<file path="config.mk">
export PLATFORM = sky130hd
export DESIGN_NAME = adc_seq_top
export DESIGN_NICKNAME = d
export VERILOG_FILES = /design/src/rtl/adc_seq_pkg.sv /design/src/rtl/adc_seq_trig.sv /design/src/rtl/adc_seq_pick.sv /design/src/rtl/adc_seq_bank.sv /design/src/rtl/adc_seq_fifo.sv /design/src/rtl/adc_seq_top.sv
export SDC_FILE = /design/constraint.sdc
export NUM_CORES = 1
export LEC_CHECK = 0
export ABC_AREA = 1
export BUFFER_PORTS_ARGS = -buffer_cell sky130_fd_sc_hd__buf_2
export CAP_MARGIN = 20
export CORE_MARGIN = 2
export CORE_UTILIZATION = 40
export CTS_CLUSTER_SIZE = 20
export DETAILED_ROUTE_END_ITERATION = 6
export PLACE_DENSITY = 0.66
export SETUP_SLACK_MARGIN = 0.3
export SYNTH_ARGS = -nofsm -noshare
export SYNTH_HDL_FRONTEND = slang
export SYNTH_SLANG_ARGS = --single-unit
</file>
<file path="constraint.sdc">
create_clock -name clk -period 4.85 [get_ports clk]
set_clock_uncertainty 0.05 [all_clocks]
set_input_delay 0.97 -clock clk [delete_from_list [all_inputs] [get_ports clk]]
set_output_delay 0.97 -clock clk [all_outputs]
set_load 0.1 [all_outputs]
</file>
<file path="src/rtl/adc_seq_pkg.sv">
// Package: shared types for the conversion sequencer.
package adc_seq_pkg;
    // Operating mode, encoded as on the cfg_mode port
    typedef enum logic [1:0] {
        MODE_SINGLE    = 2'd0,
        MODE_BURST     = 2'd1,
        MODE_SCAN_ONCE = 2'd2,
        MODE_SCAN_LOOP = 2'd3
    } seq_mode_e;

    // Handshake state toward the converter
    typedef enum logic {
        ST_IDLE = 1'b0,
        ST_WAIT = 1'b1
    } seq_state_e;
endpackage

</file>
<file path="src/rtl/adc_seq_trig.sv">
// Trigger combiner: merges software, pin-edge, timer and PWM start sources
// into one start request.
// Assumes ext_pin is already synchronous to clk and is low during reset.
module adc_seq_trig #(
    parameter int NUM_TMR = 4
) (
    input  logic               clk,
    input  logic               rst_n,
    input  logic               sw_go,
    input  logic               ext_pin,
    input  logic               ext_en,
    input  logic               ext_fall,
    input  logic [NUM_TMR-1:0] tmr_ovf,
    input  logic [NUM_TMR-1:0] tmr_en,
    input  logic               pwm_trig,
    input  logic               pwm_en,
    output logic               trig
);
    logic pin_q;
    logic pin_edge;

    // Remember the pin level of the previous cycle
    always_ff @(posedge clk) begin
        if (!rst_n) pin_q <= 1'b0;
        else        pin_q <= ext_pin;
    end

    // Edge detect with selectable polarity
    always_comb begin
        if (ext_fall) pin_edge = pin_q & ~ext_pin;
        else          pin_edge = ~pin_q & ext_pin;
    end

    // Any enabled source requests a start
    assign trig = sw_go | (ext_en & pin_edge) | (|(tmr_ovf & tmr_en)) | (pwm_en & pwm_trig);
endmodule

</file>
<file path="src/rtl/adc_seq_pick.sv">
// Scan channel picker: finds the lowest enabled channel, and the lowest
// enabled channel above the one in flight.
// Assumes the enable mask is held stable while a scan runs.
module adc_seq_pick #(
    parameter int NUM_CH = 17,
    localparam int CH_W  = $clog2(NUM_CH)
) (
    input  logic [NUM_CH-1:0] ch_en,
    input  logic [CH_W-1:0]   cur_ch,
    output logic [CH_W-1:0]   first_ch,
    output logic [CH_W-1:0]   nxt_ch,
    output logic              any_en,
    output logic              nxt_found
);
    // Priority search from the top so the lowest index wins
    always_comb begin
        first_ch  = '0;
        nxt_ch    = '0;
        nxt_found = 1'b0;
        for (int i = NUM_CH - 1; i >= 0; i--) begin
            if (ch_en[i]) begin
                first_ch = CH_W'(i);
                if (i > int'(cur_ch)) begin
                    nxt_ch    = CH_W'(i);
                    nxt_found = 1'b1;
                end
            end
        end
    end

    assign any_en = |ch_en;
endmodule

</file>
<file path="src/rtl/adc_seq_bank.sv">
// Result bank: one data word per channel with valid and overrun flags.
// Assumes at most one write and one read per cycle. A read returns the
// stored word combinationally; on a same-channel write the old word is read.
module adc_seq_bank #(
    parameter int NUM_CH = 17,
    parameter int RES_W  = 12,
    localparam int CH_W  = $clog2(NUM_CH)
) (
    input  logic             clk,
    input  logic             rst_n,
    input  logic             wr_en,
    input  logic [CH_W-1:0]  wr_ch,
    input  logic [RES_W-1:0] wr_data,
    input  logic             rd_en,
    input  logic [CH_W-1:0]  rd_ch,
    output logic [RES_W-1:0] rd_data,
    output logic             rd_valid,
    output logic             rd_ovr
);
    logic [RES_W-1:0]  data_q [NUM_CH];
    logic [NUM_CH-1:0] vld_q;
    logic [NUM_CH-1:0] ovr_q;
    logic [NUM_CH-1:0] wr_sel;
    logic [NUM_CH-1:0] rd_sel;
    logic              rd_hit;

    // Decode write and read targets
    always_comb begin
        for (int i = 0; i < NUM_CH; i++) begin
            wr_sel[i] = wr_en && (int'(wr_ch) == i);
            rd_sel[i] = rd_en && (int'(rd_ch) == i);
        end
    end

    // Update data and flags; a read in the write cycle consumes the old word
    always_ff @(posedge clk) begin
        if (!rst_n) begin
            vld_q <= '0;
            ovr_q <= '0;
            for (int i = 0; i < NUM_CH; i++) data_q[i] <= '0;
        end else begin
            for (int i = 0; i < NUM_CH; i++) begin
                if (wr_sel[i]) begin
                    data_q[i] <= wr_data;
                    vld_q[i]  <= 1'b1;
                    ovr_q[i]  <= (vld_q[i] | ovr_q[i]) & ~rd_sel[i];
                end else if (rd_sel[i]) begin
                    vld_q[i]  <= 1'b0;
                    ovr_q[i]  <= 1'b0;
                end
            end
        end
    end

    // Read mux with out-of-range guard
    assign rd_hit   = int'(rd_ch) < NUM_CH;
    assign rd_data  = rd_hit ? data_q[rd_ch] : '0;
    assign rd_valid = rd_hit & vld_q[rd_ch];
    assign rd_ovr   = rd_hit & ovr_q[rd_ch];
endmodule

</file>
<file path="src/rtl/adc_seq_fifo.sv">
// Burst queue: first-in first-out store with a sticky drop flag.
// Assumes DEPTH is a power of two of at least 2. A push while full is
// accepted only if a pop happens in the same cycle.
module adc_seq_fifo #(
    parameter int DEPTH = 8,
    parameter int WIDTH = 12,
    localparam int AW   = $clog2(DEPTH)
) (
    input  logic             clk,
    input  logic             rst_n,
    input  logic             push,
    input  logic [WIDTH-1:0] din,
    input  logic             pop,
    output logic [WIDTH-1:0] dout,
    output logic             empty,
    output logic             full,
    output logic             ovr
);
    logic [WIDTH-1:0] mem [DEPTH];
    logic [AW-1:0]    wp, rp;
    logic [AW:0]      cnt;
    logic             do_push, do_pop;

    assign empty   = (cnt == '0);
    assign full    = (cnt == (AW+1)'(DEPTH));
    assign do_pop  = pop && !empty;
    assign do_push = push && (!full || do_pop);
    assign dout    = mem[rp];

    // Pointers, storage, fill count and drop flag
    always_ff @(posedge clk) begin
        if (!rst_n) begin
            wp  <= '0;
            rp  <= '0;
            cnt <= '0;
            ovr <= 1'b0;
            for (int i = 0; i < DEPTH; i++) mem[i] <= '0;
        end else begin
            if (do_push) begin
                mem[wp] <= din;
                wp      <= wp + 1'b1;
            end
            if (do_pop) rp <= rp + 1'b1;
            cnt <= cnt + {{AW{1'b0}}, do_push} - {{AW{1'b0}}, do_pop};
            if (push && !do_push) ovr <= 1'b1;
            else if (do_pop)      ovr <= 1'b0;
        end
    end
endmodule

</file>
<file path="src/rtl/adc_seq_top.sv">
// Conversion sequencer top: runs single, burst and scan sequences, drives
// the converter handshake and routes results to the bank or the queue.
// Assumes cfg_mode, cfg_chan and cfg_ch_en are stable while busy, and that
// the converter answers each start with exactly one conv_done.
module adc_seq_top
    import adc_seq_pkg::*;
#(
    parameter int NUM_CH     = 17,
    parameter int RES_W      = 12,
    parameter int FIFO_DEPTH = 8,
    parameter int NUM_TMR    = 4,
    localparam int CH_W      = $clog2(NUM_CH)
) (
    input  logic               clk,
    input  logic               rst_n,
    input  logic [1:0]         cfg_mode,
    input  logic [CH_W-1:0]    cfg_chan,
    input  logic [NUM_CH-1:0]  cfg_ch_en,
    input  logic               sw_go,
    input  logic               sw_stop,
    input  logic               ext_pin,
    input  logic               ext_en,
    input  logic               ext_fall,
    input  logic [NUM_TMR-1:0] tmr_ovf,
    input  logic [NUM_TMR-1:0] tmr_en,
    input  logic               pwm_trig,
    input  logic               pwm_en,
    output logic               busy,
    output logic               conv_start,
    output logic [CH_W-1:0]    conv_chan,
    input  logic               conv_done,
    input  logic [RES_W-1:0]   conv_data,
    input  logic               rd_en,
    input  logic [CH_W-1:0]    rd_chan,
    output logic [RES_W-1:0]   rd_data,
    output logic               rd_valid,
    output logic               rd_ovr,
    input  logic               fifo_pop,
    output logic [RES_W-1:0]   fifo_data,
    output logic               fifo_empty,
    output logic               fifo_full,
    output logic               fifo_ovr
);
    seq_mode_e  mode;
    seq_state_e state;
    logic            active;
    logic [CH_W-1:0] cur_ch, scan_ptr, pick_ch, first_ch, nxt_ch;
    logic            any_en, nxt_found, trig;
    logic            is_scan, start_ok, done_ev, pass_end;

    assign mode     = seq_mode_e'(cfg_mode);
    assign is_scan  = (mode == MODE_SCAN_ONCE) || (mode == MODE_SCAN_LOOP);
    assign pick_ch  = is_scan ? scan_ptr : cfg_chan;
    assign done_ev  = (state == ST_WAIT) && conv_done;
    assign start_ok = trig && !active && (state == ST_IDLE) && !sw_stop && (any_en || !is_scan);
    assign pass_end = (mode == MODE_SINGLE) || ((mode == MODE_SCAN_ONCE) && !nxt_found);

    adc_seq_trig #(.NUM_TMR(NUM_TMR)) u_trig (
        .clk      (clk),
        .rst_n    (rst_n),
        .sw_go    (sw_go),
        .ext_pin  (ext_pin),
        .ext_en   (ext_en),
        .ext_fall (ext_fall),
        .tmr_ovf  (tmr_ovf),
        .tmr_en   (tmr_en),
        .pwm_trig (pwm_trig),
        .pwm_en   (pwm_en),
        .trig     (trig)
    );

    adc_seq_pick #(.NUM_CH(NUM_CH)) u_pick (
        .ch_en     (cfg_ch_en),
        .cur_ch    (cur_ch),
        .first_ch  (first_ch),
        .nxt_ch    (nxt_ch),
        .any_en    (any_en),
        .nxt_found (nxt_found)
    );

    // Converter handshake: issue a start, then wait for done
    always_ff @(posedge clk) begin
        if (!rst_n) begin
            state  <= ST_IDLE;
            cur_ch <= '0;
        end else begin
            case (state)
                ST_IDLE: if (active) begin
                    state  <= ST_WAIT;
                    cur_ch <= pick_ch;
                end
                ST_WAIT: if (conv_done) state <= ST_IDLE;
            endcase
        end
    end

    // Run flag: set by a trigger, cleared by stop or at the end of a pass
    always_ff @(posedge clk) begin
        if (!rst_n)                 active <= 1'b0;
        else if (sw_stop)           active <= 1'b0;
        else if (start_ok)          active <= 1'b1;
        else if (done_ev && pass_end) active <= 1'b0;
    end

    // Scan pointer: first enabled on start, then ascending with wrap
    always_ff @(posedge clk) begin
        if (!rst_n)                 scan_ptr <= '0;
        else if (start_ok)          scan_ptr <= first_ch;
        else if (done_ev && is_scan) scan_ptr <= nxt_found ? nxt_ch : first_ch;
    end

    adc_seq_bank #(.NUM_CH(NUM_CH), .RES_W(RES_W)) u_bank (
        .clk      (clk),
        .rst_n    (rst_n),
        .wr_en    (done_ev && (mode != MODE_BURST)),
        .wr_ch    (cur_ch),
        .wr_data  (conv_data),
        .rd_en    (rd_en),
        .rd_ch    (rd_chan),
        .rd_data  (rd_data),
        .rd_valid (rd_valid),
        .rd_ovr   (rd_ovr)
    );

    adc_seq_fifo #(.DEPTH(FIFO_DEPTH), .WIDTH(RES_W)) u_fifo (
        .clk   (clk),
        .rst_n (rst_n),
        .push  (done_ev && (mode == MODE_BURST)),
        .din   (conv_data),
        .pop   (fifo_pop),
        .dout  (fifo_data),
        .empty (fifo_empty),
        .full  (fifo_full),
        .ovr   (fifo_ovr)
    );

    assign busy       = active;
    assign conv_start = (state == ST_IDLE) && active;
    assign conv_chan  = (state == ST_IDLE) ? pick_ch : cur_ch;
endmodule

</file>
* Word level (Yosys, flattened, before mapping)
Memory sizes are Yosys's and may differ from the RTL's. A register that Yosys moved wholly into a read port is not among the register bits. Cells that the tools add are included.
Storage, ports and cells: memories 2, bits in writable memories 300, bits of input ports 61, output and inout bits 36, flip-flop bits (word level) 58, word-level logic and storage cells 501
Cells by class: add/subtract/negate cells 4, equality and inequality tests 37, bitwise operators 82, reduce and logical (&&, ||, !) cells 88, $lt $le $gt $ge 18, mux-type cells 227
Memory list:
- u_bank.data_q | words 17, width 12, rd ports 1, clocked after Yosys merged registers in 0, wr ports 17, RTL line adc_seq_bank.sv:20 | logic [RES_W-1:0] data_q [NUM_CH];
- u_fifo.mem | words 8, width 12, rd ports 1, clocked after Yosys merged registers in 1, wr ports 8, RTL line adc_seq_fifo.sv:19 | logic [WIDTH-1:0] mem [DEPTH];
Operator list (number):
- two-way mux 5 bit | 54
- two-way mux 12 bit | 19
- two-way mux 1 bit | 148
- equality test 5 bit (second input constant) | 18
- logical AND 1 bit | 48
- equality test 5 x 4 -> 1 bit (second input constant) | 8
- > comparator 4 x 5 -> 1 bit (first input constant) | 8
- nonzero test 2 bit | 20
- OR 1 bit | 37
- bitwise AND 1 bit | 23
- inverter 1 bit | 21
- equality test 5 x 3 -> 1 bit (second input constant) | 4
- > comparator 3 x 5 -> 1 bit (first input constant) | 4
- OR reduction 17 bit | 1
- OR reduction 12 bit | 1
- binary-select mux 1 bit (select 5 bit) | 2
- equality test 5 x 2 -> 1 bit (second input constant) | 2
- > comparator 2 x 5 -> 1 bit (first input constant) | 2
- logical NOT 5 bit | 2
- two-way mux 3 bit | 3
- logical NOT 1 bit | 7
- adder 3 x 1 -> 3 bit (second input constant) | 2
- less-than comparator 5 x 6 -> 1 bit (second input constant) | 1
- > comparator 1 x 5 -> 1 bit (first input constant) | 1
- other kinds (16) | 20

* Logic depth before layout (Yosys ltp)
Gate-level depths: netlist of run 1.
word-level depth 39, depth in mapped cells 20, gate-level depth less buffers 19

* Cells and area by module
From an unflattened synthesis of run 1, not the netlist that was laid out.
Unflattened totals: cells, all modules 1593, area total of the unflattened synthesis 16271.9 um^2
By module, submodules not included:
- adc_seq_bank | seq. area each 6806.5 um^2, instances 1, area each 9715.6 um^2, cells each 817
- adc_seq_fifo | seq. area each 3163.0 um^2, instances 1, area each 5128.7 um^2, cells each 520
- adc_seq_top | seq. area each 240.2 um^2, instances 1, area each 704.4 um^2, cells each 102
- adc_seq_pick | seq. area each 0.0 um^2, instances 1, area each 624.3 um^2, cells each 134
- adc_seq_trig | seq. area each 20.0 um^2, instances 1, area each 98.8 um^2, cells each 20

* Worst setup path before layout of run 1
OpenSTA, ideal clock, no wires.
path type input to output, start in rd_chan[0], end out rd_data[11], cell stages on the path 6, required time 3.830 ns, buffers on the path 1, slack -0.172 ns, arrival time 4.002 ns, path through nor2_1 > clkbuf_1 > a22oi_1 > a21oi_1 > nor4_1 > o21ai_0
On the way: longest elaborated chain between the ends 2, elaborated cells on any way between the ends 3, those cells by class order compare (1); mux (1); memory (1)
RTL lines:
- start: declaration | RTL line adc_seq_top.sv:34 | input logic [CH_W-1:0] rd_chan,
- memory (17 x 12 bit) / less-than comparator 5 bit (equally long branches)
- two-way mux 12 bit (*) | RTL line adc_seq_bank.sv:57 | assign rd_data = rd_hit ? data_q[rd_ch] : '0;
- end: declaration | RTL line adc_seq_top.sv:35 | output logic [RES_W-1:0] rd_data,
Mark *: on every way between the ends. The rest lies on a longest branch, timed or not.

* Worst setup path in the final report of run 1
start in rd_chan[0], end out rd_data[2]
Same word-level chain as after synthesis.

==> flow_results.xml, run 1 <==
<?xml version="1.0" encoding="UTF-8"?>
<metrics>
  <group name="cts">
    <metric name="num_cts_buffers" unit="">37</metric>
    <metric name="post_cts.resized_instances" unit="">0</metric>
    <metric name="source_to_sink_clock_delay_at_the_later_pin_of_the_worst_skew_pair" unit="ps">530</metric>
    <metric name="cts_num_sinks" unit="">361</metric>
    <metric name="post-cts-setup-buffers" unit="">0</metric>
    <metric name="cts-htree-levels" unit="">2</metric>
    <metric name="cts_hold_buffers" unit="">0</metric>
    <metric name="clock_tree_from_tritoncts" unit="">done</metric>
    <metric name="ctsLongestPathBuffers" unit="">3</metric>
    <metric name="clk_root_buffer_cell" unit="">sky130_fd_sc_hd__clkbuf_16</metric>
    <metric name="clk_pin_slew" unit="ps">60</metric>
  </group>
  <group name="pwr">
    <metric name="p_comb_share" unit="%">20.4</metric>
    <metric name="vdd_drop_max" unit="mV">0.322</metric>
    <metric name="pwr-share-seq" unit="%">43.7</metric>
    <metric name="switching_pwr" unit="mW">2.58</metric>
    <metric name="totalPowerFinal" unit="mW">8.11</metric>
    <metric name="leakagePower" unit="nW">6.75</metric>
    <metric name="power_density_over_the_cells" unit="mW/mm2">452</metric>
    <metric name="intPower" unit="mW">5.54</metric>
    <metric name="sw_frac_of_total" unit="%">31.8</metric>
    <metric name="p_clk_share" unit="%">35.8</metric>
  </group>
  <group name="place">
    <metric name="hpwl" unit="mm">25.6</metric>
    <metric name="place_congestion" unit="">0.861</metric>
    <metric name="count_of_buffers_from_port_buffering" unit="">96</metric>
    <metric name="detailedPlace.worstSlack" unit="ps">537</metric>
  </group>
  <group name="floorplanning">
    <metric name="die_w" unit="um">201</metric>
    <metric name="placementRows" unit="">72</metric>
    <metric name="num_io_pins" unit="">97</metric>
    <metric name="die_area" unit="mm2">0.0403</metric>
    <metric name="floorplan.initialDensity" unit="%">40.3</metric>
    <metric name="chipHeight" unit="um">201</metric>
    <metric name="core_region_area" unit="mm2">0.0384</metric>
  </group>
  <group name="sta">
    <metric name="rsz_0062_raised_after_global_routing" unit="">no</metric>
    <metric name="timing.final.setup_violations" unit="">0</metric>
    <metric name="final_critical_path_setup_slack" unit="ps">512</metric>
    <metric name="timing.setup.tns" unit="ps">0</metric>
    <metric name="hold_violations" unit="">0</metric>
    <metric name="final_min_period_over_clock_period" unit="%">89.4</metric>
    <metric name="relSlewSlack" unit="%">33.2</metric>
    <metric name="slew_violations" unit="">0</metric>
    <metric name="worst_slew_pin_slew" unit="ps">998</metric>
    <metric name="maxClockFrequency" unit="GHz">0.231</metric>
    <metric name="period_needed" unit="ps">4340</metric>
  </group>
  <group name="critical_path">
    <metric name="critical_path.slowest_cell" unit="">sky130_fd_sc_hd__a2111oi_0</metric>
    <metric name="critPathCaptureType" unit="">primary output</metric>
    <metric name="reg2reg_slack" unit="ps">1530</metric>
    <metric name="regToRegStartpoint" unit="">state</metric>
    <metric name="family_of_cells_with_the_greatest_summed_delay_on_the_critical_path" unit="">buffers and inverters</metric>
    <metric name="required" unit="ps">3830</metric>
    <metric name="worst_setup_path_start_kind" unit="">input pin</metric>
    <metric name="critPathMaxStageDelay" unit="ps">730</metric>
    <metric name="largest_fanout_on_the_critical_path" unit="">27</metric>
    <metric name="r2r_end" unit="">u_bank.data_q[15][11]</metric>
    <metric name="path_class" unit="">input pin to primary output</metric>
    <metric name="worstPathArrival" unit="ps">3320</metric>
    <metric name="timing.critical_path.cells" unit="">buf_2 -&gt; nand2_1 -&gt; inv_2 -&gt; buf_12 -&gt; nand2_1 -&gt; a41oi_1 -&gt; a2111oi_0 -&gt; nor2_1 -&gt; buf_2</metric>
    <metric name="crit_buf_inv" unit="">4</metric>
    <metric name="worst_r2r_path_depth" unit="">8</metric>
  </group>
  <group name="synth">
    <metric name="synthesis.instances" unit="">1421</metric>
    <metric name="ys_seq_elements" unit="">361</metric>
    <metric name="netlist_area" unit="mm2">0.0155</metric>
    <metric name="synth_top_flop_cell" unit="">sky130_fd_sc_hd__edfxtp_1</metric>
    <metric name="yosysSeqAreaShare" unit="%">66.1</metric>
    <metric name="avgSynthCellArea" unit="um2">10.9</metric>
    <metric name="fraction_of_registers_with_async_set_or_reset_after_synthesis" unit="%">0</metric>
    <metric name="ys_types" unit="">50</metric>
    <metric name="number_of_synthesized_flops_with_an_enable_pin" unit="">300</metric>
    <metric name="synth-warning-count" unit="">0</metric>
    <metric name="syn_nets" unit="">1491</metric>
  </group>
  <group name="final_layout">
    <metric name="nets" unit="">1587</metric>
    <metric name="area_delta_synth_final" unit="%">15.9</metric>
    <metric name="layout_common_cells" unit="">sky130_fd_sc_hd__edfxtp_1, sky130_fd_sc_hd__nor2_1, sky130_fd_sc_hd__nand2_1</metric>
    <metric name="layout_cells_sized_above_1" unit="%">13.8</metric>
    <metric name="mostFrequentLayoutCell" unit="">sky130_fd_sc_hd__edfxtp_1</metric>
    <metric name="final_core_util" unit="%">46.8</metric>
  </group>
  <group name="run_status">
    <metric name="outcome" unit="">finished clean</metric>
  </group>
  <group name="detailed_routing">
    <metric name="first_iter_violations" unit="">1064</metric>
    <metric name="via_count" unit="">11200</metric>
    <metric name="detail_route.vias_per_cell" unit="">5.43</metric>
    <metric name="wirelength" unit="mm">39.9</metric>
    <metric name="drt-pass1-iter-count" unit="">7</metric>
    <metric name="avgRoutedWirePerCell" unit="um">19.3</metric>
    <metric name="drt.antenna.violating_nets" unit="">0</metric>
    <metric name="drc_errors" unit="">0</metric>
  </group>
  <group name="min_path">
    <metric name="hold_depth" unit="">2</metric>
    <metric name="timing.hold.worst.start" unit="">u_fifo.rp[2]</metric>
    <metric name="hold_removal_path_class" unit="">flop to flop</metric>
  </group>
  <group name="global_routing">
    <metric name="largest_net_degree_at_the_start_of_global_routing" unit="">53</metric>
    <metric name="grt_remaining_overflow" unit="">0</metric>
    <metric name="grt_util_all_layers" unit="%">19.5</metric>
    <metric name="grt_antenna_before_repair" unit="">1</metric>
    <metric name="first_global_vias" unit="">10900</metric>
    <metric name="grt_pass1_wl" unit="mm">61.8</metric>
  </group>
  <group name="flow_run">
    <metric name="maxCapViolCount" unit="">0</metric>
  </group>
</metrics>
## synthesized netlist by cell type (2+ instances only)
master	n	area [um2]
sky130_fd_sc_hd__a211oi_1	3	22.5
sky130_fd_sc_hd__nor3_2	3	30.0
sky130_fd_sc_hd__edfxtp_1	300	9010
sky130_fd_sc_hd__nor2_1	261	980
sky130_fd_sc_hd__o21ai_1	2	10.0
sky130_fd_sc_hd__nor4_1	12	75.1
sky130_fd_sc_hd__o211ai_1	3	22.5
sky130_fd_sc_hd__dfxtp_1	61	1220
sky130_fd_sc_hd__a22oi_1	83	623
sky130_fd_sc_hd__nor4_2	2	25.0
sky130_fd_sc_hd__inv_1	94	353
sky130_fd_sc_hd__o22ai_1	19	119
sky130_fd_sc_hd__buf_1	2	7.51
sky130_fd_sc_hd__a31oi_1	12	75.1
sky130_fd_sc_hd__nor3b_1	2	15.0
sky130_fd_sc_hd__nand4_1	12	75.1
sky130_fd_sc_hd__ha_1	8	100
sky130_fd_sc_hd__buf_2	3	15.0
sky130_fd_sc_hd__o21ai_0	112	561
sky130_fd_sc_hd__o21bai_1	2	15.0
sky130_fd_sc_hd__a22o_1	11	96.3
sky130_fd_sc_hd__a2111oi_0	2	17.5
sky130_fd_sc_hd__inv_2	7	26.3
sky130_fd_sc_hd__nand2_2	5	31.3
sky130_fd_sc_hd__clkbuf_1	59	221
sky130_fd_sc_hd__buf_6	3	33.8
sky130_fd_sc_hd__mux2i_1	5	50.1
sky130_fd_sc_hd__a41oi_1	2	17.5
sky130_fd_sc_hd__a21oi_1	102	510
sky130_fd_sc_hd__nand3b_1	2	15.0
sky130_fd_sc_hd__nor2_4	4	45.0
sky130_fd_sc_hd__a221oi_1	9	78.8
sky130_fd_sc_hd__buf_4	2	15.0
sky130_fd_sc_hd__clkinv_1	14	52.6
sky130_fd_sc_hd__nor2_2	4	25.0
sky130_fd_sc_hd__nand2_1	140	526
sky130_fd_sc_hd__inv_4	2	12.5
sky130_fd_sc_hd__nand3_2	2	20.0
sky130_fd_sc_hd__nor3_1	12	60.1
sky130_fd_sc_hd__nand3_1	28	140
## routing by layer
metal	vias to the layer above	global-route usage [%]	wire [um]
met5	-	0	0
met4	0	5.50	915
met3	70	3.15	2380
met2	385	32.8	19300
met1	5467	26.3	17300
li1	5284	-	-
## cell families (layout without fill, tap and decap cells)
| logic type | after synthesis | in the layout | share of synthesized area [%] |
|---|---|---|---|
| XOR/XNOR | 1 | 1 | 0.0566 |
| buffers and inverters | 187 | 312 | 4.82 |
| flip-flops | 361 | 361 | 66.1 |
| multiplexers | 5 | 5 | 0.323 |
| AO/OA/AOI/OAI | 369 | 369 | 14.6 |
| AND/OR/NAND/NOR | 489 | 489 | 13.3 |
| adder cells (fa/ha/maj) | 9 | 9 | 0.776 |
| other | 0 | 1 | 0 |
## layout make-up
type | instances | area, um2
flip-flops and latches | 361 | 10200
diodes | 1 | 2.50
well taps | 518 | 648
clock inverters | 21 | 258
clock buffers | 47 | 963
fillers | 3502 | 20400
repair buffers | 126 | 871
inverters | 118 | 453
multi-input cells | 873 | 4520
## stage by stage
| step | instance area (um2) | cells | hold slack, ps |
|---|---|---|---|
| 5_1_grt | 17900 | 2065 | 431 |
| 3_3_place_gp | 16600 | 1986 | 396 |
| 3_5_place_dp | 16600 | 1986 | 401 |
| 6_report | 17900 | 2065 | 410 |
| 2_1_floorplan | 15500 | 1421 | 378 |
| 4_1_cts | 17800 | 2054 | 411 |
## tightest hold or removal path: stages (launching register included)
cell and delay [ps]:
sky130_fd_sc_hd__dfxtp_1 310, sky130_fd_sc_hd__inv_1 50, sky130_fd_sc_hd__a21oi_1 60
## worst max-delay path by stage
stage | from | endpoint | cells after the start
finish | rd_chan[0] | rd_data[2] | 9
global route | rd_chan[0] | rd_data[4] | 10
CTS | rd_chan[0] | rd_data[2] | 9
detailed placement | rd_chan[0] | rd_data[2] | 9
global placement | rd_chan[0] | rd_data[2] | 9
floorplan | rd_chan[0] | rd_data[1] | 6
## power by group through the flow
| stage | Sequential [mW] | Combinational (mW) | Clock, mW |
|---|---|---|---|
| floorplan | 3.60 | 1.26 | 0 |
| global placement | 3.61 | 1.63 | 0 |
| detailed placement | 3.61 | 1.65 | 0 |
| CTS | 3.55 | 1.66 | 2.94 |
| global route | 3.56 | 1.78 | 3.05 |
| finish | 3.55 | 1.66 | 2.91 |
## flip-flops by register name, indices dropped and copies added, names as in the netlist, named ones only
| name | flops |
|---|---|
| u_bank.data_q | 204 |
| u_fifo.mem | 96 |
| u_bank.ovr_q | 17 |
| u_bank.vld_q | 17 |
| cur_ch | 5 |
| scan_ptr | 5 |
| u_fifo.cnt | 4 |
| u_fifo.rp | 3 |
| u_fifo.wp | 3 |
| busy | 1 |
| state | 1 |
| u_fifo.ovr | 1 |
| u_trig.pin_q | 1 |
(Power assumes the default switching activity.)
==> inputs of run 2 (changes only) <==
--- a/config.mk
+++ b/config.mk
@@ -9,10 +9,10 @@
 export BUFFER_PORTS_ARGS = -buffer_cell sky130_fd_sc_hd__buf_2
 export CAP_MARGIN = 20
 export CORE_MARGIN = 2
-export CORE_UTILIZATION = 40
+export CORE_UTILIZATION = 25
 export CTS_CLUSTER_SIZE = 20
 export DETAILED_ROUTE_END_ITERATION = 6
-export PLACE_DENSITY = 0.66
+export PLACE_DENSITY = 0.5
 export SETUP_SLACK_MARGIN = 0.3
 export SYNTH_ARGS = -nofsm -noshare
 export SYNTH_HDL_FRONTEND = slang
==> constraint.sdc (replaced) <==
create_clock -name clk -period 4.6 [get_ports clk]
set_clock_uncertainty 0.05 [all_clocks]
set_input_delay 0.92 -clock clk [delete_from_list [all_inputs] [get_ports clk]]
set_output_delay 0.92 -clock clk [all_outputs]
set_load 0.1 [all_outputs]
==> run 2 against run 1 <==
Effect of this change: sequential share of layout area shrank 1.6 points; count of clock-buffer cells in the layout grew 2; die area grew 59%; sequential power grew 6.2%; global-route usage shrank 5.8 points; worst setup slack lost 6.6 ps; critical endpoint unchanged; largest power group unchanged; highest routed layer unchanged.
==> flow_results.xml, run 2 (synthesis results as in run 1) <==
<?xml version="1.0" encoding="UTF-8"?>
<metrics>
  <group name="detailed_routing">
    <metric name="via_count" unit="">11100</metric>
    <metric name="drc_errors" unit="">0</metric>
    <metric name="detail_route.vias_per_cell" unit="">4.72</metric>
    <metric name="drt.antenna.violating_nets" unit="">0</metric>
    <metric name="avgRoutedWirePerCell" unit="um">18.7</metric>
    <metric name="drt-pass1-iter-count" unit="">5</metric>
    <metric name="wirelength" unit="mm">43.7</metric>
    <metric name="first_iter_violations" unit="">970</metric>
  </group>
  <group name="final_layout">
    <metric name="final_cell_count_no_fill" unit="">2340</metric>
    <metric name="nets" unit="">1593</metric>
    <metric name="area_delta_synth_final" unit="%">19.4</metric>
    <metric name="mostFrequentLayoutCell" unit="">sky130_fd_sc_hd__edfxtp_1</metric>
    <metric name="n_fill_cell" unit="">6296</metric>
    <metric name="final_core_util" unit="%">30.1</metric>
    <metric name="layout_common_cells" unit="">sky130_fd_sc_hd__edfxtp_1, sky130_fd_sc_hd__nor2_1, sky130_fd_sc_hd__nand2_1</metric>
    <metric name="largest_register" unit="">u_bank.data_q</metric>
    <metric name="regArea" unit="mm2">0.0102</metric>
    <metric name="largest_register_ff_count" unit="">204</metric>
    <metric name="multi_input_comb_area" unit="mm2">0.00455</metric>
    <metric name="layout_cells_sized_above_1" unit="%">14.7</metric>
    <metric name="reg.largest.list" unit="">u_bank.data_q: 204 flops, u_fifo.mem: 96 flops</metric>
  </group>
  <group name="floorplanning">
    <metric name="chipHeight" unit="um">253</metric>
    <metric name="num_io_pins" unit="">97</metric>
    <metric name="floorplan.initialDensity" unit="%">25.2</metric>
    <metric name="core_region_area" unit="mm2">0.0615</metric>
    <metric name="placementRows" unit="">91</metric>
    <metric name="die_area" unit="mm2">0.0639</metric>
    <metric name="die_w" unit="um">253</metric>
  </group>
  <group name="pwr">
    <metric name="sw_frac_of_total" unit="%">31.7</metric>
    <metric name="intPower" unit="mW">5.93</metric>
    <metric name="switching_pwr" unit="mW">2.76</metric>
    <metric name="leakagePower" unit="nW">6.82</metric>
    <metric name="vdd_drop_max" unit="mV">0.214</metric>
    <metric name="p_comb_share" unit="%">20.1</metric>
    <metric name="pwr-share-seq" unit="%">43.4</metric>
    <metric name="power_density_over_the_cells" unit="mW/mm2">470</metric>
    <metric name="p_clk_share" unit="%">36.5</metric>
  </group>
  <group name="cts">
    <metric name="cts-htree-levels" unit="">2</metric>
    <metric name="clk_pin_slew" unit="ps">60</metric>
    <metric name="cts_num_sinks" unit="">361</metric>
    <metric name="num_cts_buffers" unit="">40</metric>
    <metric name="ctsLongestPathBuffers" unit="">3</metric>
    <metric name="clk_root_buffer_cell" unit="">sky130_fd_sc_hd__clkbuf_16</metric>
    <metric name="clock_tree_from_tritoncts" unit="">done</metric>
    <metric name="source_to_sink_clock_delay_at_the_later_pin_of_the_worst_skew_pair" unit="ps">560</metric>
    <metric name="post-cts-setup-buffers" unit="">0</metric>
  </group>
  <group name="critical_path">
    <metric name="critPathCaptureType" unit="">primary output</metric>
    <metric name="path_class" unit="">input pin to primary output</metric>
    <metric name="worstPathArrival" unit="ps">3120</metric>
    <metric name="required" unit="ps">3630</metric>
    <metric name="worst_setup_path_start_kind" unit="">input pin</metric>
    <metric name="largest_fanout_on_the_critical_path" unit="">24</metric>
  </group>
  <group name="sta">
    <metric name="timing.final.setup_violations" unit="">0</metric>
    <metric name="worst_slew_pin_slew" unit="ps">957</metric>
    <metric name="relSlewSlack" unit="%">36.1</metric>
    <metric name="period_needed" unit="ps">4090</metric>
    <metric name="slew_violations" unit="">0</metric>
    <metric name="timing.setup.tns" unit="ps">0</metric>
    <metric name="rsz_0062_raised_after_global_routing" unit="">no</metric>
    <metric name="final_min_period_over_clock_period" unit="%">89.0</metric>
    <metric name="maxClockFrequency" unit="GHz">0.244</metric>
    <metric name="hold_violations" unit="">0</metric>
  </group>
  <group name="global_routing">
    <metric name="grt_pass1_wl" unit="mm">67.0</metric>
    <metric name="largest_net_degree_at_the_start_of_global_routing" unit="">53</metric>
    <metric name="grt_remaining_overflow" unit="">0</metric>
    <metric name="grt_util_all_layers" unit="%">13.7</metric>
    <metric name="grt_antenna_before_repair" unit="">1</metric>
    <metric name="first_global_vias" unit="">11200</metric>
  </group>
  <group name="place">
    <metric name="dp.cells" unit="">2271</metric>
    <metric name="count_of_buffers_from_port_buffering" unit="">96</metric>
    <metric name="hpwl" unit="mm">29.1</metric>
    <metric name="place_congestion" unit="">0.853</metric>
  </group>
  <group name="run_status">
    <metric name="outcome" unit="">finished clean</metric>
  </group>
  <group name="min_path">
    <metric name="hold_removal_path_class" unit="">flop to flop</metric>
  </group>
  <group name="flow_run">
    <metric name="maxCapViolCount" unit="">0</metric>
  </group>
</metrics>
[run 2: layer usage]
layer	vias up	track usage [%]	share of wire, %
li1	5288	-	-
met1	5395	17.3	43
met2	297	23.7	50
met3	72	2.66	5.0
met4	0	3.91	2.4
met5	-	0	0
[run 2: power groups by stage]
stage | Combinational (mW) | Sequential [mW] | Clock, mW
floorplan | 1.34 | 3.79 | 0
global placement | 1.75 | 3.83 | 0
detailed placement | 1.76 | 3.84 | 0
CTS | 1.77 | 3.77 | 3.25
global route | 1.89 | 3.78 | 3.37
finish | 1.74 | 3.77 | 3.17
[run 2: worst paths after layout]
| check | depth (start not counted) | end | slack, ps | start |
|---|---|---|---|---|
| setup / recovery | 9 | rd_data[2] | 510 | rd_chan[0] |
| hold / removal | 2 | u_bank.ovr_q[11] | 410 | u_bank.vld_q[11] |
| setup reg to reg | 6 | u_fifo.mem[3][4] | 1580 | state |
| hold reg to reg | 2 | u_bank.ovr_q[11] | 410 | u_bank.vld_q[11] |
[run 2: timing repair]
item                                   4_1_cts  5_1_grt
gates resized for setup                      1        0
setup endpoints to repair                    1        0
hold buffers                                 0        0
endpoints found under the hold margin        0        0
[run 2: cell type report]
type	count	area share [%]
Tap cell	790	5.35
Clock inverter	19	1.25
Antenna cell	1	0.0135
Sequential cell	361	55.4
Inverter	118	2.45
Timing Repair Buffer	129	5.21
Clock buffer	49	5.72
Multi-Input combinational cell	873	24.6
[run 2: worst max-delay path: stages]
cell	delay [ps]
sky130_fd_sc_hd__buf_2	140
sky130_fd_sc_hd__nand2_1	250
sky130_fd_sc_hd__inv_2	250
sky130_fd_sc_hd__buf_12	230
sky130_fd_sc_hd__a22oi_1	170
sky130_fd_sc_hd__a21oi_1	90
sky130_fd_sc_hd__a2111oi_0	650
sky130_fd_sc_hd__nor2_1	180
sky130_fd_sc_hd__buf_12	220
[run 2: per-stage QoR]
step           worst slack (ps)  instance area [um2]  power [mW]  hold WS [ps]
6_report                    505                18500        8.69           407
5_1_grt                     438                18500        9.05           428
4_1_cts                     586                18500        8.78           407
3_5_place_dp                607                17200        5.60           402
3_3_place_gp                610                17200        5.58           399
2_1_floorplan               319                15500        5.13           378
